File: config.mk
export PLATFORM = sky130hd
export DESIGN_NAME = bwrom_word_adapter
export DESIGN_NICKNAME = d
export VERILOG_FILES = /design/src/rtl/bwrom_pkg.sv /design/src/rtl/bwrom_fetch_timer.sv /design/src/rtl/bwrom_hold_path.sv /design/src/rtl/bwrom_sequencer.sv /design/src/rtl/bwrom_word_adapter.sv
export SDC_FILE = /design/constraint.sdc
export NUM_CORES = 1
export LEC_CHECK = 0
export ABC_AREA = 1
export CORE_MARGIN = 3
export CORE_UTILIZATION = 34
export DETAILED_ROUTE_END_ITERATION = 10
export GPL_TIMING_DRIVEN = 0
export HOLD_SLACK_MARGIN = 0.1
export PLACE_DENSITY = 0.82
export SYNTH_ARGS = -nofsm -noshare
export SYNTH_HDL_FRONTEND = slang
export SYNTH_SLANG_ARGS = --single-unit
File: constraint.sdc
create_clock -name clk_i -period 1.5 [get_ports clk_i]
set_input_delay 0.45 -clock clk_i [delete_from_list [all_inputs] [get_ports clk_i]]
set_output_delay 0.45 -clock clk_i [all_outputs]
set_load 0.01 [all_outputs]
File: src/rtl/bwrom_pkg.sv
package bwrom_pkg;

   typedef enum logic [2:0] {
      ST_IDLE       = 3'd0,
      ST_FETCH_ODD  = 3'd1,
      ST_LATCH_ODD  = 3'd2,
      ST_FETCH_EVEN = 3'd3,
      ST_ACK        = 3'd4,
      ST_WAIT_END   = 3'd5
   } bwrom_state_e;

   function automatic int unsigned bwrom_ack_latency(input int unsigned access_cycles);
      return 2 * access_cycles + 2;
   endfunction

endpackage

File: src/rtl/bwrom_fetch_timer.sv
module bwrom_fetch_timer #(
   parameter int unsigned ACCESS_CYCLES = 2
) (
   input  logic clk_i,
   input  logic rst_ni,
   input  logic clear_i,
   input  logic run_i,
   output logic done_o
);
   localparam int unsigned CNT_W = (ACCESS_CYCLES < 2) ? 1 : $clog2(ACCESS_CYCLES);
   localparam logic [CNT_W-1:0] LAST = CNT_W'(ACCESS_CYCLES - 1);

   logic [CNT_W-1:0] cnt_q;

   assign done_o = (cnt_q == LAST);

   always_ff @(posedge clk_i or negedge rst_ni) begin
      if (!rst_ni) begin
         cnt_q <= '0;
      end else if (clear_i) begin
         cnt_q <= '0;
      end else if (run_i && !done_o) begin
         cnt_q <= cnt_q + 1'b1;
      end
   end

endmodule

File: src/rtl/bwrom_hold_path.sv
module bwrom_hold_path #(
   parameter int unsigned BYTE_W     = 8,
   parameter bit          CLEAR_HOLD = 1'b1
) (
   input  logic                clk_i,
   input  logic                rst_ni,
   input  logic                capture_i,
   input  logic                release_i,
   input  logic [BYTE_W-1:0]   rom_data_i,
   output logic [2*BYTE_W-1:0] word_o
);
   logic [BYTE_W-1:0] hold_q;

   generate
      if (CLEAR_HOLD) begin : g_clear
         always_ff @(posedge clk_i or negedge rst_ni) begin
            if (!rst_ni) begin
               hold_q <= '0;
            end else if (capture_i) begin
               hold_q <= rom_data_i;
            end else if (release_i) begin
               hold_q <= '0;
            end
         end
      end else begin : g_keep
         always_ff @(posedge clk_i or negedge rst_ni) begin
            if (!rst_ni) begin
               hold_q <= '0;
            end else if (capture_i) begin
               hold_q <= rom_data_i;
            end
         end
      end
   endgenerate

   // even byte passes straight to the high lane, captured odd byte to the low lane
   assign word_o = {rom_data_i, hold_q};

endmodule

File: src/rtl/bwrom_sequencer.sv
module bwrom_sequencer
   import bwrom_pkg::*;
#(
   parameter int unsigned ACCESS_CYCLES = 2
) (
   input  logic clk_i,
   input  logic rst_ni,
   input  logic req_i,
   input  logic as_ni,
   input  logic rnw_i,
   output logic odd_phase_o,
   output logic rom_en_o,
   output logic capture_o,
   output logic release_o,
   output logic ack_o
);
   bwrom_state_e state_q, state_d;
   logic         is_read_q;
   logic         tmr_done;
   logic         tmr_run;
   logic         tmr_clear;

   always_comb begin
      state_d = state_q;
      unique case (state_q)
         ST_IDLE:       if (req_i) state_d = rnw_i ? ST_FETCH_ODD : ST_ACK;
         ST_FETCH_ODD:  if (as_ni) state_d = ST_WAIT_END;
                        else if (tmr_done) state_d = ST_LATCH_ODD;
         ST_LATCH_ODD:  state_d = as_ni ? ST_WAIT_END : ST_FETCH_EVEN;
         ST_FETCH_EVEN: if (as_ni) state_d = ST_WAIT_END;
                        else if (tmr_done) state_d = ST_ACK;
         ST_ACK:        if (as_ni) state_d = ST_WAIT_END;
         ST_WAIT_END:   state_d = ST_IDLE;
         default:       state_d = ST_IDLE;
      endcase
   end

   always_ff @(posedge clk_i or negedge rst_ni) begin
      if (!rst_ni) begin
         state_q   <= ST_IDLE;
         is_read_q <= 1'b0;
      end else begin
         state_q <= state_d;
         if (state_q == ST_IDLE && req_i) begin
            is_read_q <= rnw_i;
         end
      end
   end

   assign tmr_run   = (state_q == ST_FETCH_ODD) || (state_q == ST_FETCH_EVEN);
   assign tmr_clear = (state_d != state_q);

   bwrom_fetch_timer #(
      .ACCESS_CYCLES (ACCESS_CYCLES)
   ) u_timer (
      .clk_i   (clk_i),
      .rst_ni  (rst_ni),
      .clear_i (tmr_clear),
      .run_i   (tmr_run),
      .done_o  (tmr_done)
   );

   assign odd_phase_o = (state_q == ST_FETCH_ODD) || (state_q == ST_LATCH_ODD);
   assign rom_en_o    = is_read_q && (state_q inside {ST_FETCH_ODD, ST_LATCH_ODD,
                                                      ST_FETCH_EVEN, ST_ACK});
   assign capture_o   = (state_q == ST_LATCH_ODD);
   assign release_o   = (state_q == ST_WAIT_END);
   assign ack_o       = (state_q == ST_ACK);

endmodule

File: src/rtl/bwrom_word_adapter.sv
module bwrom_word_adapter #(
   parameter int unsigned ADDR_W            = 15,
   parameter int unsigned BYTE_W            = 8,
   parameter int unsigned ROM_ACCESS_CYCLES = 2,
   parameter bit          CLEAR_HOLD        = 1'b1
) (
   input  logic                clk_i,
   input  logic                rst_ni,
   input  logic [ADDR_W-1:0]   cpu_addr_i,
   input  logic                cpu_sel_i,
   input  logic                cpu_as_ni,
   input  logic                cpu_uds_ni,
   input  logic                cpu_lds_ni,
   input  logic                cpu_rnw_i,
   output logic [2*BYTE_W-1:0] cpu_data_o,
   output logic                cpu_data_oe_o,
   output logic                cpu_ack_no,
   output logic [ADDR_W:0]     rom_addr_o,
   output logic                rom_ce_no,
   output logic                rom_oe_no,
   input  logic [BYTE_W-1:0]   rom_data_i
);
   localparam int unsigned WORD_W = 2 * BYTE_W;

   generate
      if (ROM_ACCESS_CYCLES < 1) begin : g_bad_access
         $error("ROM_ACCESS_CYCLES must be at least 1");
      end
      if (ADDR_W < 1) begin : g_bad_addr
         $error("ADDR_W must be at least 1");
      end
      if (BYTE_W < 1) begin : g_bad_byte
         $error("BYTE_W must be at least 1");
      end
   endgenerate

   logic any_strobe;
   logic req;
   logic odd_phase;
   logic rom_en;
   logic capture;
   logic release_hold;
   logic ack;
   logic [WORD_W-1:0] word;

   assign any_strobe = ~(cpu_uds_ni & cpu_lds_ni);
   assign req        = cpu_sel_i & ~cpu_as_ni & any_strobe;

   bwrom_sequencer #(
      .ACCESS_CYCLES (ROM_ACCESS_CYCLES)
   ) u_seq (
      .clk_i       (clk_i),
      .rst_ni      (rst_ni),
      .req_i       (req),
      .as_ni       (cpu_as_ni),
      .rnw_i       (cpu_rnw_i),
      .odd_phase_o (odd_phase),
      .rom_en_o    (rom_en),
      .capture_o   (capture),
      .release_o   (release_hold),
      .ack_o       (ack)
   );

   bwrom_hold_path #(
      .BYTE_W     (BYTE_W),
      .CLEAR_HOLD (CLEAR_HOLD)
   ) u_path (
      .clk_i      (clk_i),
      .rst_ni     (rst_ni),
      .capture_i  (capture),
      .release_i  (release_hold),
      .rom_data_i (rom_data_i),
      .word_o     (word)
   );

   assign rom_addr_o    = {cpu_addr_i, odd_phase};
   assign rom_ce_no     = ~rom_en;
   assign rom_oe_no     = ~rom_en;
   assign cpu_ack_no    = ~ack;
   assign cpu_data_o    = word;
   assign cpu_data_oe_o = cpu_sel_i & cpu_rnw_i & ~cpu_as_ni & any_strobe;

endmodule

Word level (Yosys, flattened, before mapping)
Cells that the tools add are included.
{"block": "word_totals", "reg_bits": 13, "latch_bits": 0, "mem_bits_rw": 0, "rom_bits": 0, "in_bits": 30, "out_inout_bits": 36, "word_cells": 44, "mem_count": 0}
{"block": "classes", "n_addsub": 1, "multipliers": 0, "div_mod_pow": 0, "n_lt_le_gt_ge": 0, "n_eq_ne": 6, "shift": 0, "n_mux": 13, "bitwise": 10, "reduce_logical": 10}
{"cell": "3-bit two-way mux", "count": 8}
{"cell": "8-bit two-way mux", "count": 2}
{"cell": "3-bit one-hot mux with 5 select lines", "count": 1}
{"cell": "1-bit bitwise AND", "count": 6}
{"cell": "3-bit by 2-bit equality test with 1-bit output (second input constant)", "count": 2}
{"cell": "3-bit equality test (second input constant)", "count": 2}
{"cell": "1-bit NOT", "count": 4}
{"cell": "2-bit nonzero test", "count": 2}
{"cell": "4-bit nonzero test", "count": 1}
{"cell": "3-bit by 1-bit equality test with 1-bit output (second input constant)", "count": 1}
{"cell": "1-bit logical AND", "count": 3}
{"cell": "3-bit logical NOT", "count": 1}
{"cell": "3-bit inequality test", "count": 1}
{"cell": "1-bit logical OR", "count": 2}
{"cell": "1-bit two-way mux", "count": 2}
{"cell": "1-bit adder (second input constant)", "count": 1}
{"cell": "1-bit logical NOT", "count": 1}

Logic depth before layout (Yosys ltp)
Gate-level depths: netlist of run 1.
{"block": "logic_depth", "ltp_word": 7, "ltp_mapped": 9, "mapped_depth_nobuf": 9}

Modules after synthesis
From an unflattened synthesis of run 1, not the netlist that was laid out.
{"block": "unflattened", "cells_unflattened": 131, "hier_area_um2": 944.7}
{"mod": "bwrom_hold_path", "instances": 1, "cells_each": 42, "area_each_um2": 381.6, "seq_area_each_um2": 200.2}
{"mod": "bwrom_sequencer", "instances": 1, "cells_each": 60, "area_each_um2": 367.9, "seq_area_each_um2": 100.1}
{"mod": "bwrom_word_adapter", "instances": 1, "cells_each": 26, "area_each_um2": 162.7, "seq_area_each_um2": 0.0}
{"mod": "bwrom_fetch_timer", "instances": 1, "cells_each": 3, "area_each_um2": 32.5, "seq_area_each_um2": 25.0}

Worst setup path before layout of run 1
OpenSTA, ideal clock, no wires.
{"block": "synth_timing", "kind": "reg-to-output", "from": "register u_seq.state_q[2]", "to": "output rom_oe_no", "arrival_ns": 0.986, "required_ns": 1.050, "setup_slack_ns": 0.064, "stages_incl_launch_ff": 6, "n_path_buf": 2, "path_cell_list": "dfrtp_1 > buf_4 > inv_1 > nand2_1 > nand3_1 > buf_4"}
{"block": "synth_between", "elab_chain_len": 4, "word_cells_on_any_way": 7, "cone_classes": "eq/ne (4); bitwise (1); reduce/logical (2)"}
{"element": "start: declaration", "line_no": "bwrom_sequencer.sv:17", "source": "bwrom_state_e state_q, state_d;"}
{"element": "start signal: assignment", "line_no": "bwrom_sequencer.sv:43", "source": "state_q <= state_d;"}
{"element": "3-bit by 1-bit equality test with 1-bit output (tied with other cells)", "line_no": "bwrom_sequencer.sv:64", "source": "assign rom_en_o = is_read_q && (state_q inside {ST_FETCH_ODD, ST_LATCH_ODD,"}
{"element": "4-bit nonzero test *", "line_no": "bwrom_sequencer.sv:64"}
{"element": "1-bit logical AND *", "line_no": "bwrom_sequencer.sv:64"}
{"element": "1-bit NOT *"}
{"element": "end: declaration", "line_no": "bwrom_word_adapter.sv:20", "source": "output logic rom_oe_no,"}
Every way passes the cells marked *; elsewhere a longest branch is shown, timed or not.

Final worst setup path of run 1
{"block": "layout_timing", "from": "register u_seq.state_q[1]", "to": "output rom_oe_no"}
{"block": "layout_between", "elab_chain_len": 4, "word_cells_on_any_way": 7, "cone_classes": "eq/ne (4); bitwise (1); reduce/logical (2)"}
{"element": "3-bit by 1-bit equality test with 1-bit output (tied with other cells)", "line_no": "bwrom_sequencer.sv:64"}
{"element": "4-bit nonzero test *", "line_no": "bwrom_sequencer.sv:64"}
{"element": "1-bit logical AND *", "line_no": "bwrom_sequencer.sv:64"}
{"element": "1-bit NOT *", "line_no": "bwrom_word_adapter.sv:78", "source": "assign rom_oe_no = ~rom_en;"}
Marks and branches as above.

==> flow_summary.yaml, run 1 <==
yosys:
  synth_most_common_cell: "buf_4"
  synthTopCellsByArea: "dfrtp_1, buf_4, nand2_1, nand3_1, o21ai_0"
  ys_seq_elements: 13
  synth_commonest_cells: "buf_4, nand2_1, dfrtp_1, nand3_1, inv_1"
  synth_nets: 146
  yosysTopAreaCell: "dfrtp_1"
  synth.distinct_cells: 19
  netlist_instances: 116
  syn_area_um2: 903.4
  syn_avg_cell_area_um2: 7.788
  synth_edf_count: 0
  async_reset_ff_frac: 1.000
  synth_top_area_frac: 0.3601
  seq_area_frac_synth: 0.3601
  ys_warn_count: 0
  synth_ff_type: "dfrtp_1"
finish:
  antenna_cells: 0
  regArea_um2: 326.6
  area_growth_pct: 71.88
  drive_gt1_frac: 0.4389
  fin_nets: 211
  fillers: 216
  multi_input_area_um2: 355.3
grt:
  grt_antenna_before_repair: 0
  grt_usage: 0.1712
  grt_pass1_wl_mm: 4.409
  overflow: 0
  grt_pass1_vias: 978
  grt_start_max_net_pins: 14
clocking:
  path_clk_slew_ps: 80
  numCtsBuffers: 3
  clk_latency_ps: 290
  max-clock-path-buffers: 2
  cts_sinks: 13
  cts_tree: "yes"
  cts_hold_buf: 0
  htreeDepth: 1
  cts-root-buf: "clkbuf_4"
placement:
  place_hpwl_mm: 1.899
  pre_cts_ws_ps: -781.4
  port_buffers: 50
  globalplace.congestion: 0.7097
sta:
  fin_ws_ps: -242.0
  hold_viol: 0
  rsz0062_at_grt: "true"
  slew_violations: 0
  fmax_mhz: 574.1
  setup_viol: 5
  period_share: 1.161
  tightest_slew_ps: 580.8
  period_minus_slack_ps: 1742
  relSlewSlack: 0.6116
  fin_worst_skew_ps: 3.769
floorplanning:
  start_util: 0.3614
  io-pin-count: 66
  num_rows: 18
  coreArea_mm2: 0.002500
  fp.dieW_um: 57.55
  fp.dieH_um: 57.55
  die_area_mm2: 0.003311
job:
  maxCapViolations: 0
drt:
  drtPass1Iterations: 6
  ant_nets: 0
  viasPerCell: 4.752
  dr_total_vias: 998
  drt-total-wl_mm: 2.743
  drcViolationCount: 0
  wl_per_cell_um: 13.06
  drtIter0Drc: 52
power:
  power_mw: 1.973
  cellLeakagePower_nw: 0.8876
  powerDensity_mw_per_mm2: 1271
  irDropWorstVdd_mv: 0.8152
setup_path:
  crit_fanout: 5
  cp.arrival_ps: 1290
  crit_path_start_kind: "register"
  cp_data_required_time_ps: 1050
  reg2reg_depth: 12
  crit_type: "reg -> out"
  end_kind: "primary output"
min_path:
  holdPathStages: 5
  hold_class: "in -> reg"
status:
  violations: "setup timing"
  status: "finished, violations left"
-- routing by layer --
metal | vias to the layer above | global-route usage | wire [µm]
li1 | 476 | - | -
met1 | 449 | 0.1899 | 985
met2 | 64 | 0.3097 | 1456
met3 | 9 | 0.02489 | 229
met4 | 0 | 0.09272 | 71
met5 | - | 0 | 0
-- cell usage in the layout, fill, tap and decap left out, drive strengths merged --
cell,instances
buf,52
dlygate4sd2,24
nand2,22
nand3,14
inv,14
dfrtp,13
o21ai,10
nor2,9
dlymetal6s2s,8
clkbuf,3
a21oi,3
clkdlybuf4s50,2
o21bai,1
o211ai,1
and2,1
o22ai,1
clkinv,1
clkdlybuf4s15,1
-- repair_timing --
action / 4_1_cts / 5_1_grt
gates resized for setup: 104 / 13
setup endpoints to repair: 27 / 16
pin swaps: 5 / 3
buffers inserted: 8 / 3
-- cell type report --
cell class                 instances  share of cell area
timing repair buffer              61              0.3489
multi-input combinational         62              0.2288
sequential                        13              0.2103
buffer                            26              0.1330
inverter                          14             0.03707
tap                               30             0.02417
clock buffer                       3             0.01450
clock inverter                     1            0.003223
-- final timing paths --
path	from	to	slack [ps]
min reg2reg	u_path.hold_q[7]$_DFFE_PN0P_	u_path.hold_q[7]$_DFFE_PN0P_	530
min in group asynchronous	rst_ni	u_seq.state_q[2]$_DFF_PN0_	530
max	u_seq.state_q[1]$_DFF_PN0_	rom_oe_no	-240
max in group asynchronous	rst_ni	u_seq.state_q[0]$_DFF_PN0_	560
min	cpu_as_ni	u_seq.is_read_q$_DFFE_PN0P_	520
max reg2reg	u_seq.state_q[0]$_DFF_PN0_	u_seq.u_timer.done_o$_DFFE_PN0P_	-20
-- critical path: stages, from the launching register on --
cell	delay [ps]
dfrtp_1	430
inv_2	130
nand2_2	70
nand2_2	70
nand3_2	80
buf_6	120
buf_6	110
-- state kept, by name (all words and copies together), names as in the netlist --
| name | cells |
|---|---|
| u_seq.u_timer.done_o | 1 |
| u_seq.is_read_q | 1 |
| u_path.hold_q | 8 |
| u_seq.state_q | 3 |
-- kinds of logic after synthesis --
group | Yosys count | share of synthesized area
compound gates | 16 | 0.09973
buf+inv | 41 | 0.2867
flops | 13 | 0.3601
simple gates | 46 | 0.2535
-- through the flow --
step	cell area [µm²]	hold slack, ps	utilization	setup TNS [ps]	cells
6_report	1553	520.9	0.6211	-851.5	210
5_1_grt	1553	548.3	0.6211	-1189	210
4_1_cts	1530	534.8	0.6121	-772.2	208
3_5_place_dp	1441	490.4	0.5766	-6757	196
3_3_place_gp	1441	485.3	0.5766	-6399	196
2_1_floorplan	903.4	154.4	-	0	116
-- where the power goes --
| part | switching (mW) | internal (mW) | total [mW] |
|---|---|---|---|
| Combinational | 0.633 | 0.576 | 1.21 |
| Sequential | 0.0757 | 0.463 | 0.538 |
| Clock | 0.126 | 0.0992 | 0.225 |
| Total | 0.835 | 1.14 | 1.97 |
No activity file was read; power rests on OpenSTA's default activity.
==> inputs of run 2 (changes only) <==
Settings changed: CORE_UTILIZATION 34 to 60, DONT_BUFFER_PORTS set to 1, PLACE_DENSITY 0.82 to 0.78.
==> run 2 against run 1 <==
Compared with the run above: the run still ends with setup timing left; sequential power is 10% higher; hold slack got worse by 210 ps; global-route usage grew 5.1 points; cell count decreased by 27%; sequential share of layout area up 7.0 points; critical path type unchanged; largest cell class is now multi-input combinational cells; highest routed layer unchanged.
==> flow_summary.yaml, run 2 (synthesis results as in run 1) <==
placement:
  port_buffers: 0
  globalplace.congestion: 0.7856
  dp_cells: 131
  place_hpwl_mm: 1.464
power:
  irDropWorstVdd_mv: 0.8714
  powerDensity_mw_per_mm2: 1665
  cellLeakagePower_nw: 0.6132
sta:
  setup_viol: 3
  fin_worst_skew_ps: 2.049
  fmax_mhz: 588.2
  period_minus_slack_ps: 1700
  hold_viol: 0
  finalSetupTns_ps: -447.1
  fin_ws_ps: -200.2
  period_share: 1.133
  relSlewSlack: 0.5826
  rsz0062_at_grt: "true"
  slew_violations: 0
  tightest_slew_ps: 624.1
min_path:
  hold_class: "in -> reg"
  holdPathStages: 2
  holdCritStartpoint: "rom_data_i[0]"
  holdPathEnd: "u_path.hold_q[0]$_DFFE_PN0P_"
finish:
  regArea_um2: 327.8
  drive_gt1_frac: 0.5108
  reg.largest.list: "u_path.hold_q x8, u_seq.state_q x3"
  fillers: 74
  layout_commonest_cell: "buf_4"
  antenna_cells: 0
  largest_reg_flops: 8
  multi_input_area_um2: 370.4
  area_growth_pct: 29.64
  fin_nets: 170
  post_layout_nonfiller_instances: 154
  largest-register: "u_path.hold_q"
  final_cell_mix: "buf_4, nand2_1, nand3_1"
drt:
  drt-total-wl_mm: 2.644
  wl_per_cell_um: 17.17
  drcViolationCount: 0
  ant_nets: 0
  drtIter0Drc: 33
  drtPass1Iterations: 4
  dr_total_vias: 865
  viasPerCell: 5.617
setup_path:
  crit_fanout: 4
  crit_slowest_cell: "dfrtp_2"
  reg2reg_depth: 9
  crit_buf_inv: 3
  end_kind: "primary output"
  cp.arrival_ps: 1250
  reg2reg_from: "u_seq.state_q[2]$_DFF_PN0_"
  cp_top_family: "flip-flops"
  crit_path_start_kind: "register"
  cp_data_required_time_ps: 1050
  critical-path-max-stage-delay_ps: 460
  r2r_setup_slack_ps: 0
  r2r-end: "u_seq.u_timer.done_o$_DFFE_PN0P_"
  crit_chain: "inv_4 -> buf_6 -> nand2_4 -> a21oi_2 -> buf_4"
  crit_type: "reg -> out"
grt:
  grt_start_max_net_pins: 14
  overflow: 0
  grt_pass1_wl_mm: 3.153
  grt_antenna_before_repair: 0
  grt_pass1_vias: 740
  grt_usage: 0.2225
job:
  maxCapViolations: 0
floorplanning:
  num_rows: 13
  coreArea_mm2: 0.001350
  fp.dieW_um: 44.80
  io-pin-count: 66
  start_util: 0.6691
  die_area_mm2: 0.002007
  fp.dieH_um: 44.80
status:
  violations: "setup timing"
  status: "finished, violations left"
clocking:
  clk_latency_ps: 280
  path_clk_slew_ps: 90
  cts_sinks: 13
  htreeDepth: 1
  numCtsBuffers: 3
  cts-root-buf: "clkbuf_4"
  cts_tree: "yes"
  max-clock-path-buffers: 2
## run 2: worst max path at each step
stage,from,end,slack (ps),cells after the start
after floorplan,u_seq.state_q[2]$_DFF_PN0_,rom_oe_no,60,5
after global placement,u_seq.state_q[2]$_DFF_PN0_,rom_oe_no,-10,5
after detailed placement,u_seq.state_q[1]$_DFF_PN0_,rom_oe_no,-20,5
after CTS,u_seq.state_q[0]$_DFF_PN0_,rom_addr_o[0],-160,5
after global routing,u_seq.state_q[0]$_DFF_PN0_,rom_addr_o[0],-250,5
final,u_seq.state_q[0]$_DFF_PN0_,rom_addr_o[0],-200,5
## run 2: power breakdown
| part | total, mW | switching (mW) | internal (mW) |
|---|---|---|---|
| logic | 1.13 | 0.625 | 0.505 |
| clock network | 0.227 | 0.128 | 0.0991 |
| registers | 0.592 | 0.129 | 0.464 |
| total | 1.95 | 0.882 | 1.07 |
## run 2: repair_timing
item | 4_1_cts | 5_1_grt
endpoints found under the setup margin | 3 | 9
hold endpoints to repair | 13 | 0
hold buffers | 1 | 0
buffers inserted | 9 | 9
gates resized for setup | 14 | 9
pin swaps | 3 | 9
## run 2: stage by stage
step	area, µm²	hold slack, ps	power [mW]	setup WS (ps)	util
after global routing	1171	308.0	2.072	-246.0	0.8675
final	1171	315.8	1.950	-200.2	0.8675
after floorplan	903.4	154.4	1.170	63.64	-
after detailed placement	922.1	154.7	1.290	-16.60	0.6830
after global placement	922.1	154.7	1.274	-11.69	0.6830
after CTS	1071	303.4	1.761	-159.4	0.7933
## run 2: cell type report
type                            count  share of cell area
Buffer                             27              0.1827
Clock buffer                        3             0.01923
Clock inverter                      1            0.004274
Inverter                           14             0.05128
Multi-Input combinational cell     62              0.3162
Sequential cell                    13              0.2799
Tap cell                           15             0.01603
Timing Repair Buffer               19              0.1303
## run 2: metal layers
metal  track usage  share of wire
met1        0.2589           0.36
met2        0.3639           0.52
met3       0.06773           0.11
met4        0.1228          0.013
met5             0              0
